--- src/rtl/mbox_stage_pkg.sv ---
package mbox_stage_pkg;
  localparam logic [15:0] OBJ_STAGE = 16'h000B;
  localparam logic [63:0] CMD_LOAD  = 64'h3;
  localparam logic [31:0] END_OFF   = 32'hFFFF_FFFF;
  localparam int RSP_WORDS = 4;
  localparam int HDR_WORDS = 4;

  localparam logic [1:0] SEL_CTRL = 2'd0;
  localparam logic [1:0] SEL_STS  = 2'd1;
  localparam logic [1:0] SEL_WDAT = 2'd2;
  localparam logic [1:0] SEL_RDAT = 2'd3;

  localparam int CTRL_ABORT = 0;
  localparam int CTRL_GO    = 31;
  localparam int STS_READY  = 31;
  localparam int STS_ERR    = 2;

  localparam logic [31:0] RSP_ST_OK   = 32'h1;
  localparam logic [31:0] RSP_ST_BUSY = 32'h3;
  localparam logic [31:0] RSP_ST_ERR  = 32'h4;

  typedef struct packed {
    logic [31:0] cmd_hi;
    logic [31:0] cmd_lo;
    logic [31:0] hdr_hi;
    logic [31:0] hdr_lo;
  } req_hdr_t;
endpackage

--- src/rtl/mbox_req_buf.sv ---
module mbox_req_buf
  import mbox_stage_pkg::*;
#(
  parameter int CNT_W = 16
) (
  input  logic             clk_i,
  input  logic             rst_ni,
  input  logic             clr_i,
  input  logic             push_i,
  input  logic [31:0]      data_i,
  output req_hdr_t         hdr_o,
  output logic [CNT_W-1:0] cnt_o
);
  localparam logic [CNT_W-1:0] CNT_MAX = '1;

  logic [CNT_W-1:0] cnt_q;
  logic [31:0]      slot_q [HDR_WORDS];

  always_ff @(posedge clk_i or negedge rst_ni) begin
    if (!rst_ni)                          cnt_q <= '0;
    else if (clr_i)                       cnt_q <= '0;
    else if (push_i && cnt_q != CNT_MAX)  cnt_q <= cnt_q + 1'b1;
  end

  for (genvar g = 0; g < HDR_WORDS; g++) begin : g_slot
    always_ff @(posedge clk_i or negedge rst_ni) begin
      if (!rst_ni)                                      slot_q[g] <= '0;
      else if (push_i && !clr_i && cnt_q == CNT_W'(g))  slot_q[g] <= data_i;
    end
  end

  assign hdr_o = '{cmd_hi: slot_q[3], cmd_lo: slot_q[2], hdr_hi: slot_q[1], hdr_lo: slot_q[0]};
  assign cnt_o = cnt_q;

  // every accepted dword moves the write pointer by one
  a_r3_count_step: assert property (@(posedge clk_i) disable iff (!rst_ni)
    (push_i && !clr_i && cnt_q != CNT_MAX) |=> cnt_q == $past(cnt_q) + 1'b1);
endmodule

--- src/rtl/mbox_consumer.sv ---
module mbox_consumer
  import mbox_stage_pkg::*;
#(
  parameter int IMG_BYTES = 48,
  parameter int CNT_W     = 16
) (
  input  logic             clk_i,
  input  logic             rst_ni,
  input  logic             clr_i,
  input  logic             take_i,
  input  logic [CNT_W-1:0] data_dw_i,
  output logic [31:0]      cur_off_o,
  output logic [31:0]      next_off_o
);
  localparam int SUM_W = 34;
  localparam logic [SUM_W-1:0] IMG_LIM = SUM_W'(IMG_BYTES);

  logic [31:0]      off_q;
  logic [SUM_W-1:0] sum;
  logic             full;

  assign sum  = SUM_W'(off_q) + SUM_W'({data_dw_i, 2'b00});
  assign full = sum >= IMG_LIM;

  always_ff @(posedge clk_i or negedge rst_ni) begin
    if (!rst_ni)     off_q <= '0;
    else if (clr_i)  off_q <= '0;
    else if (take_i) off_q <= full ? 32'(IMG_BYTES) : sum[31:0];
  end

  assign cur_off_o  = off_q;
  assign next_off_o = full ? END_OFF : sum[31:0];

  // the running offset never passes the image size
  a_r7_off_bounded: assert property (@(posedge clk_i) disable iff (!rst_ni)
    off_q <= 32'(IMG_BYTES));
endmodule

--- src/rtl/mbox_rsp.sv ---
module mbox_rsp
  import mbox_stage_pkg::*;
(
  input  logic                      clk_i,
  input  logic                      rst_ni,
  input  logic                      clr_i,
  input  logic                      load_i,
  input  logic                      ack_i,
  input  logic [RSP_WORDS-1:0][31:0] words_i,
  output logic [31:0]               data_o,
  output logic [2:0]                ptr_o
);
  localparam logic [2:0] PTR_END = 3'(RSP_WORDS);

  logic [RSP_WORDS-1:0][31:0] words_q;
  logic [2:0]                 ptr_q;
  logic                       vld_q;

  always_ff @(posedge clk_i or negedge rst_ni) begin
    if (!rst_ni) begin
      words_q <= '0;
      ptr_q   <= '0;
      vld_q   <= 1'b0;
    end else if (clr_i) begin
      ptr_q   <= '0;
      vld_q   <= 1'b0;
    end else if (load_i) begin
      words_q <= words_i;
      ptr_q   <= '0;
      vld_q   <= 1'b1;
    end else if (ack_i && vld_q && ptr_q != PTR_END) begin
      ptr_q   <= ptr_q + 1'b1;
    end
  end

  assign data_o = (vld_q && ptr_q != PTR_END) ? words_q[ptr_q[1:0]] : '0;
  assign ptr_o  = ptr_q;

  // the read pointer stops after the last response word
  a_r6_ptr_range: assert property (@(posedge clk_i) disable iff (!rst_ni)
    ptr_q <= PTR_END);
  // an acknowledge advances exactly one word
  a_r6_ack_step: assert property (@(posedge clk_i) disable iff (!rst_ni)
    (ack_i && !clr_i && !load_i && vld_q && ptr_q != PTR_END) |=> ptr_q == $past(ptr_q) + 1'b1);
endmodule

--- src/rtl/mbox_stage_top.sv ---
module mbox_stage_top
  import mbox_stage_pkg::*;
#(
  parameter logic [15:0] VENDOR_ID = 16'hA5C3,
  parameter int          IMG_BYTES = 48,
  parameter int          CNT_W     = 16
) (
  input  logic        clk_i,
  input  logic        rst_ni,
  input  logic        wr_en_i,
  input  logic [3:0]  addr_i,
  input  logic [31:0] wdata_i,
  output logic [31:0] rdata_o
);
  localparam logic [31:0] HDR_LO_EXP = {OBJ_STAGE, VENDOR_ID};
  localparam logic [31:0] RSP_LEN    = 32'(RSP_WORDS);

  logic [1:0] sel;
  logic       aligned, ctrl_wr, abort, go, push, ack, nz_ack;
  assign sel     = addr_i[3:2];
  assign aligned = addr_i[1:0] == 2'b00;
  assign ctrl_wr = wr_en_i && aligned && sel == SEL_CTRL;
  assign abort   = ctrl_wr && wdata_i[CTRL_ABORT];
  assign go      = ctrl_wr && wdata_i[CTRL_GO] && !wdata_i[CTRL_ABORT];
  assign push    = wr_en_i && aligned && sel == SEL_WDAT;
  assign ack     = wr_en_i && aligned && sel == SEL_RDAT && wdata_i == '0;
  assign nz_ack  = wr_en_i && aligned && sel == SEL_RDAT && wdata_i != '0;

  req_hdr_t         hdr;
  logic [CNT_W-1:0] cnt;
  mbox_req_buf #(.CNT_W(CNT_W)) u_req (
    .clk_i, .rst_ni, .clr_i(abort || go), .push_i(push), .data_i(wdata_i),
    .hdr_o(hdr), .cnt_o(cnt)
  );

  logic bad;
  assign bad = cnt < CNT_W'(HDR_WORDS) || hdr.hdr_hi != 32'(cnt) ||
               hdr.hdr_lo != HDR_LO_EXP || {hdr.cmd_hi, hdr.cmd_lo} != CMD_LOAD;

  logic [31:0] cur_off, next_off;
  mbox_consumer #(.IMG_BYTES(IMG_BYTES), .CNT_W(CNT_W)) u_cons (
    .clk_i, .rst_ni, .clr_i(abort), .take_i(go && !bad),
    .data_dw_i(cnt - CNT_W'(HDR_WORDS)), .cur_off_o(cur_off), .next_off_o(next_off)
  );

  logic [RSP_WORDS-1:0][31:0] rsp_words;
  always_comb begin
    rsp_words[0] = HDR_LO_EXP;
    rsp_words[1] = RSP_LEN;
    rsp_words[2] = bad ? cur_off : next_off;
    rsp_words[3] = bad ? RSP_ST_ERR : (next_off == END_OFF ? RSP_ST_OK : RSP_ST_BUSY);
  end

  logic [31:0] rsp_data;
  logic [2:0]  rsp_ptr;
  mbox_rsp u_rsp (
    .clk_i, .rst_ni, .clr_i(abort), .load_i(go), .ack_i(ack),
    .words_i(rsp_words), .data_o(rsp_data), .ptr_o(rsp_ptr)
  );

  logic ready_q, err_q;
  always_ff @(posedge clk_i or negedge rst_ni) begin
    if (!rst_ni) begin
      ready_q <= 1'b0;
      err_q   <= 1'b0;
    end else if (abort) begin
      ready_q <= 1'b0;
      err_q   <= 1'b0;
    end else if (go) begin
      ready_q <= 1'b1;
      err_q   <= bad;
    end
  end

  logic [31:0] sts;
  always_comb begin
    sts = '0;
    sts[STS_READY] = ready_q;
    sts[STS_ERR]   = err_q;
  end

  always_comb begin
    unique case (sel)
      SEL_STS:  rdata_o = sts;
      SEL_RDAT: rdata_o = rsp_data;
      default:  rdata_o = '0;
    endcase
  end

  // go always produces ready on the following cycle
  a_r4_go_ready: assert property (@(posedge clk_i) disable iff (!rst_ni)
    go |=> ready_q);
  // error is only ever reported together with ready
  a_r4_err_with_ready: assert property (@(posedge clk_i) disable iff (!rst_ni)
    err_q |-> ready_q);
  // abort clears all exchange state in one cycle
  a_r9_abort_clears: assert property (@(posedge clk_i) disable iff (!rst_ni)
    abort |=> (!ready_q && !err_q && cnt == '0 && rsp_ptr == '0 && cur_off == '0));
  // a nonzero write to the read port does not move the response
  a_r6_nz_ack_ignored: assert property (@(posedge clk_i) disable iff (!rst_ni)
    nz_ack |=> $stable(rsp_ptr));
endmodule

--- config.mk ---
export PLATFORM = sky130hd
export DESIGN_NAME = mbox_stage_top
export DESIGN_NICKNAME = d
export VERILOG_FILES = /design/src/rtl/mbox_stage_pkg.sv /design/src/rtl/mbox_req_buf.sv /design/src/rtl/mbox_consumer.sv /design/src/rtl/mbox_rsp.sv /design/src/rtl/mbox_stage_top.sv
export SDC_FILE = /design/constraint.sdc
export NUM_CORES = 1
export LEC_CHECK = 0
export ABC_CLOCK_PERIOD_IN_PS = 5500
export BUFFER_PORTS_ARGS = -buffer_cell sky130_fd_sc_hd__buf_2
export CAP_MARGIN = 5
export CORE_ASPECT_RATIO = 1.4
export CORE_MARGIN = 3
export CORE_UTILIZATION = 40
export CTS_CLUSTER_DIAMETER = 60
export DETAILED_ROUTE_END_ITERATION = 10
export PLACE_DENSITY = 0.66
export SYNTH_ARGS = -nofsm -noshare
export SYNTH_HDL_FRONTEND = slang
export SYNTH_SLANG_ARGS = --single-unit
--- constraint.sdc ---
create_clock -name clk_i -period 5.5 [get_ports clk_i]
set_input_delay 0.275 -clock clk_i [delete_from_list [all_inputs] [get_ports clk_i]]
set_output_delay 0.275 -clock clk_i [all_outputs]
set_load 0.03 [all_outputs]
==> reports/summary.txt <==
FP Rows: 71
r2r worst-path depth: 15
final setup vio count: 0
hold path start: wdata_i[20]
Critical path buffers and inverters: 1
Clock Sinks: 214
Inst Count DP: 1387
Residual DRC: 0
PortBufs: 70
Post-Layout Cell Count: 1427
Root Buffer: clkbuf_16
largest net degree at the start of global routing: 113
r2r setup slk: 740 ps
H-tree Lvls: 1
vias in the first global route: 8198
Mapped Nets: 1067
outcome: finished clean
final count of hold timing violations: 0
worst slew pin tran: 987 ps
met2 usage: 33.9%
pwr dens: 328 mW/mm2
WL final: 27300 um
Die Area: 0.0295 mm2
Critical Path, Cell by Cell: or4_1 -> or3_1 -> nor4_1 -> xor2_1 -> ha_1 -> nor2_1 -> or3_1 -> and3_1 -> nor4_1 -> o22ai_1 -> nor4_2 -> nand4_2 -> o21ai_2 -> buf_4 -> o221ai_1
Setup crit end kind: flop
GR peak layer: met2
fin util: 45.7%
mean post-synth cell area: 11.0 um2
CP Data Arrival Time: 5130 ps
period utilization: 86.5%
Starting Density: 40.8%
worst slack, placed: 776 ps
Synth top area share: 48.8%
Placer Congestion: 0.888
global route total overflow: 0
DR vias/cell: 5.50
register bit count reported by yosys: 214
RR Startpoint: u_req.cnt_o[10]$_DFFE_PN0P_
Mapped Cells: 1002
Skew-Pair Late Insertion Delay: 520 ps
CP max FO: 29
Slew headroom: 34.2%
Synth-to-Final Area Change: 12.1%
Slew Limit Fails: 0
Top-Level Pins: 71
TritonRoute pass-1 iters: 5
setup bufs post-CTS: 0
Net count, final: 1113
worst endpoint required time: 5870 ps
Post-synth EDFFs: 0
final antenna-violating net count: 0
sequential area share after synthesis: 48.8%
first-pass GRT wire length: 44500 um
Hold Crit Endpoint: u_req.hdr_o[116]$_DFFE_PN0P_
initial antenna violation count: 1
Leak: 0.00606 uW
Worst path max stage delay: 570 ps
top post-synthesis cells by area: dfrtp_1 (49%), mux2_2 (13%), nand2_1 (3.0%)
Peak VDD IR: 253 uV
YS warnings: 0
RSZ-0062 raised after global routing: false
layout filler cell count: 2485
Post-Syn Area: 0.0110 mm2
Crit path max-delay family: simple AND/OR/NAND/NOR gates
core area: 0.0269 mm2
met1 usage: 22.4%
GRT Overall Usage: 18.6%
Worst setup SP type: flop
CP max stage cell: or4_1
Iter 0 DRT Violations: 421
share of cells above drive strength 1: 25.3%
setup_tns: 0 ps
global routing usage on met3: 2.18%
Die Width: 146 um
synth cell count leaders: dfrtp_1 (214), mux2_2 (128), nand2_1 (89)
minimum clock period: 4760 ps
CTS clock-pin slew for the worst setup and hold paths: 60 ps
CTS buffer count: 23
Via Count: 7848
CTS Buffer Depth: 3
hold path depth: 2
clock skew after layout: 17.9 ps
worst min-delay path class: in -> reg
DR WL/cell: 19.2 um
Synth area leader: dfrtp_1
Die Height: 202 um
Async SR Flop Fraction: 100%
synth unique cells: 70
Setup WS post-layout: 743 ps
Reg-to-Reg End: u_rsp.words_q[74]$_DFFE_PN0P_
Primary FF master, synth: dfrtp_1
top-count cell post-synth: dfrtp_1
FMAX: 210 MHz
CTS tree: done
CP Class: reg -> reg
max cap viols: 0
Detail Placement HPWL: 20100 um
registers in the layout (all words and copies together) (netlist names):
| register | cells |
|---|---|
| u_req.hdr_o | 128 |
| u_rsp.ptr_o | 3 |
| u_cons.cur_off_o | 30 |
| err_q | 1 |
| u_req.cnt_o | 16 |
| u_rsp.words_q | 35 |
| ready_q | 1 |
cell usage in the layout, fill, tap and decap left out, types with 5 or more instances in the layout:
cell type  count
nor2_1        58
and3_1         9
o21ai_1        6
nand3_1       14
or3_1          9
buf_2         69
nor3_1        17
xnor2_1       26
nand2_1       89
buf_4         10
inv_1         26
nor4b_1        8
mux2i_1        9
clkbuf_16     23
xor2_1        23
o21ai_0       18
a21o_1         9
and2_1        49
mux2_2       128
o211ai_2       7
nand4_1       24
dfrtp_1      214
o211ai_1      16
ha_1          25
and4_1         6
a21oi_1       37
nor4_1        38
a211oi_1       5
repair_timing:
item | in CTS | in global routing
hold buffers | 1 | 0
endpoints found under the hold margin | 110 | 0
resized for setup | 0 | 0
final cells by class:
class	count	area [um2]	area share [%]
Antenna cell	1	2.50	0.0204
Clock buffer	30	632	5.14
Clock inverter	8	116	0.946
Inverter	26	97.6	0.794
Multi-Input combinational cell	702	5190	42.2
Sequential cell	214	5360	43.5
Tap cell	365	457	3.71
Timing Repair Buffer	81	444	3.61
worst max path at each step:
stage	from	end	slack, ps	depth (start not counted)
global route	u_req.cnt_o[10]$_DFFE_PN0P_	u_rsp.words_q[87]$_DFFE_PN0P_	310	15
finish	u_req.cnt_o[10]$_DFFE_PN0P_	u_rsp.words_q[74]$_DFFE_PN0P_	740	15
floorplan	u_req.cnt_o[10]$_DFFE_PN0P_	u_rsp.words_q[75]$_DFFE_PN0P_	1230	19
global placement	u_req.cnt_o[10]$_DFFE_PN0P_	u_rsp.words_q[87]$_DFFE_PN0P_	880	15
detailed placement	u_req.cnt_o[10]$_DFFE_PN0P_	u_rsp.words_q[74]$_DFFE_PN0P_	780	15
CTS	u_req.cnt_o[10]$_DFFE_PN0P_	u_rsp.words_q[74]$_DFFE_PN0P_	750	15
cell families after synthesis:
kind of cell	Yosys count	synth area share, %
flip-flops	214	48.8
XOR/XNOR	49	3.91
AND/OR/NAND/NOR	341	16.5
multiplexers	137	14.0
buffers and inverters	86	4.01
adder cells (fa/ha/maj)	26	3.03
AO/OA/AOI/OAI	149	9.83
layer usage:
metal  routed length (um)  part of all wire [%]  vias up
met2                14400                    53      173
met1                10800                    39     3911
met5                    0                     0        -
met4                 1150                   4.2        0
li1                     -                     -     3708
met3                  948                   3.5       56
per-stage QoR:
step | power (uW) | area [um2] | hold WS (ps)
finish | 4030 | 12300 | 64.9
global route | 4230 | 12300 | 70.4
CTS | 4070 | 12300 | 54.5
detailed placement | 2520 | 11500 | 449
global placement | 2510 | 11500 | 457
floorplan | 2290 | 11000 | -20.6
where the power goes:
group / leakage (uW) / switching [uW] / internal, uW / total (uW)
combinational: 0.00276 / 424 / 292 / 716
sequential: 0.00294 / 90.2 / 1690 / 1780
clock: 0.000369 / 626 / 910 / 1540
total: 0.00606 / 1140 / 2890 / 4030
Power figures use the tool's default switching activity.
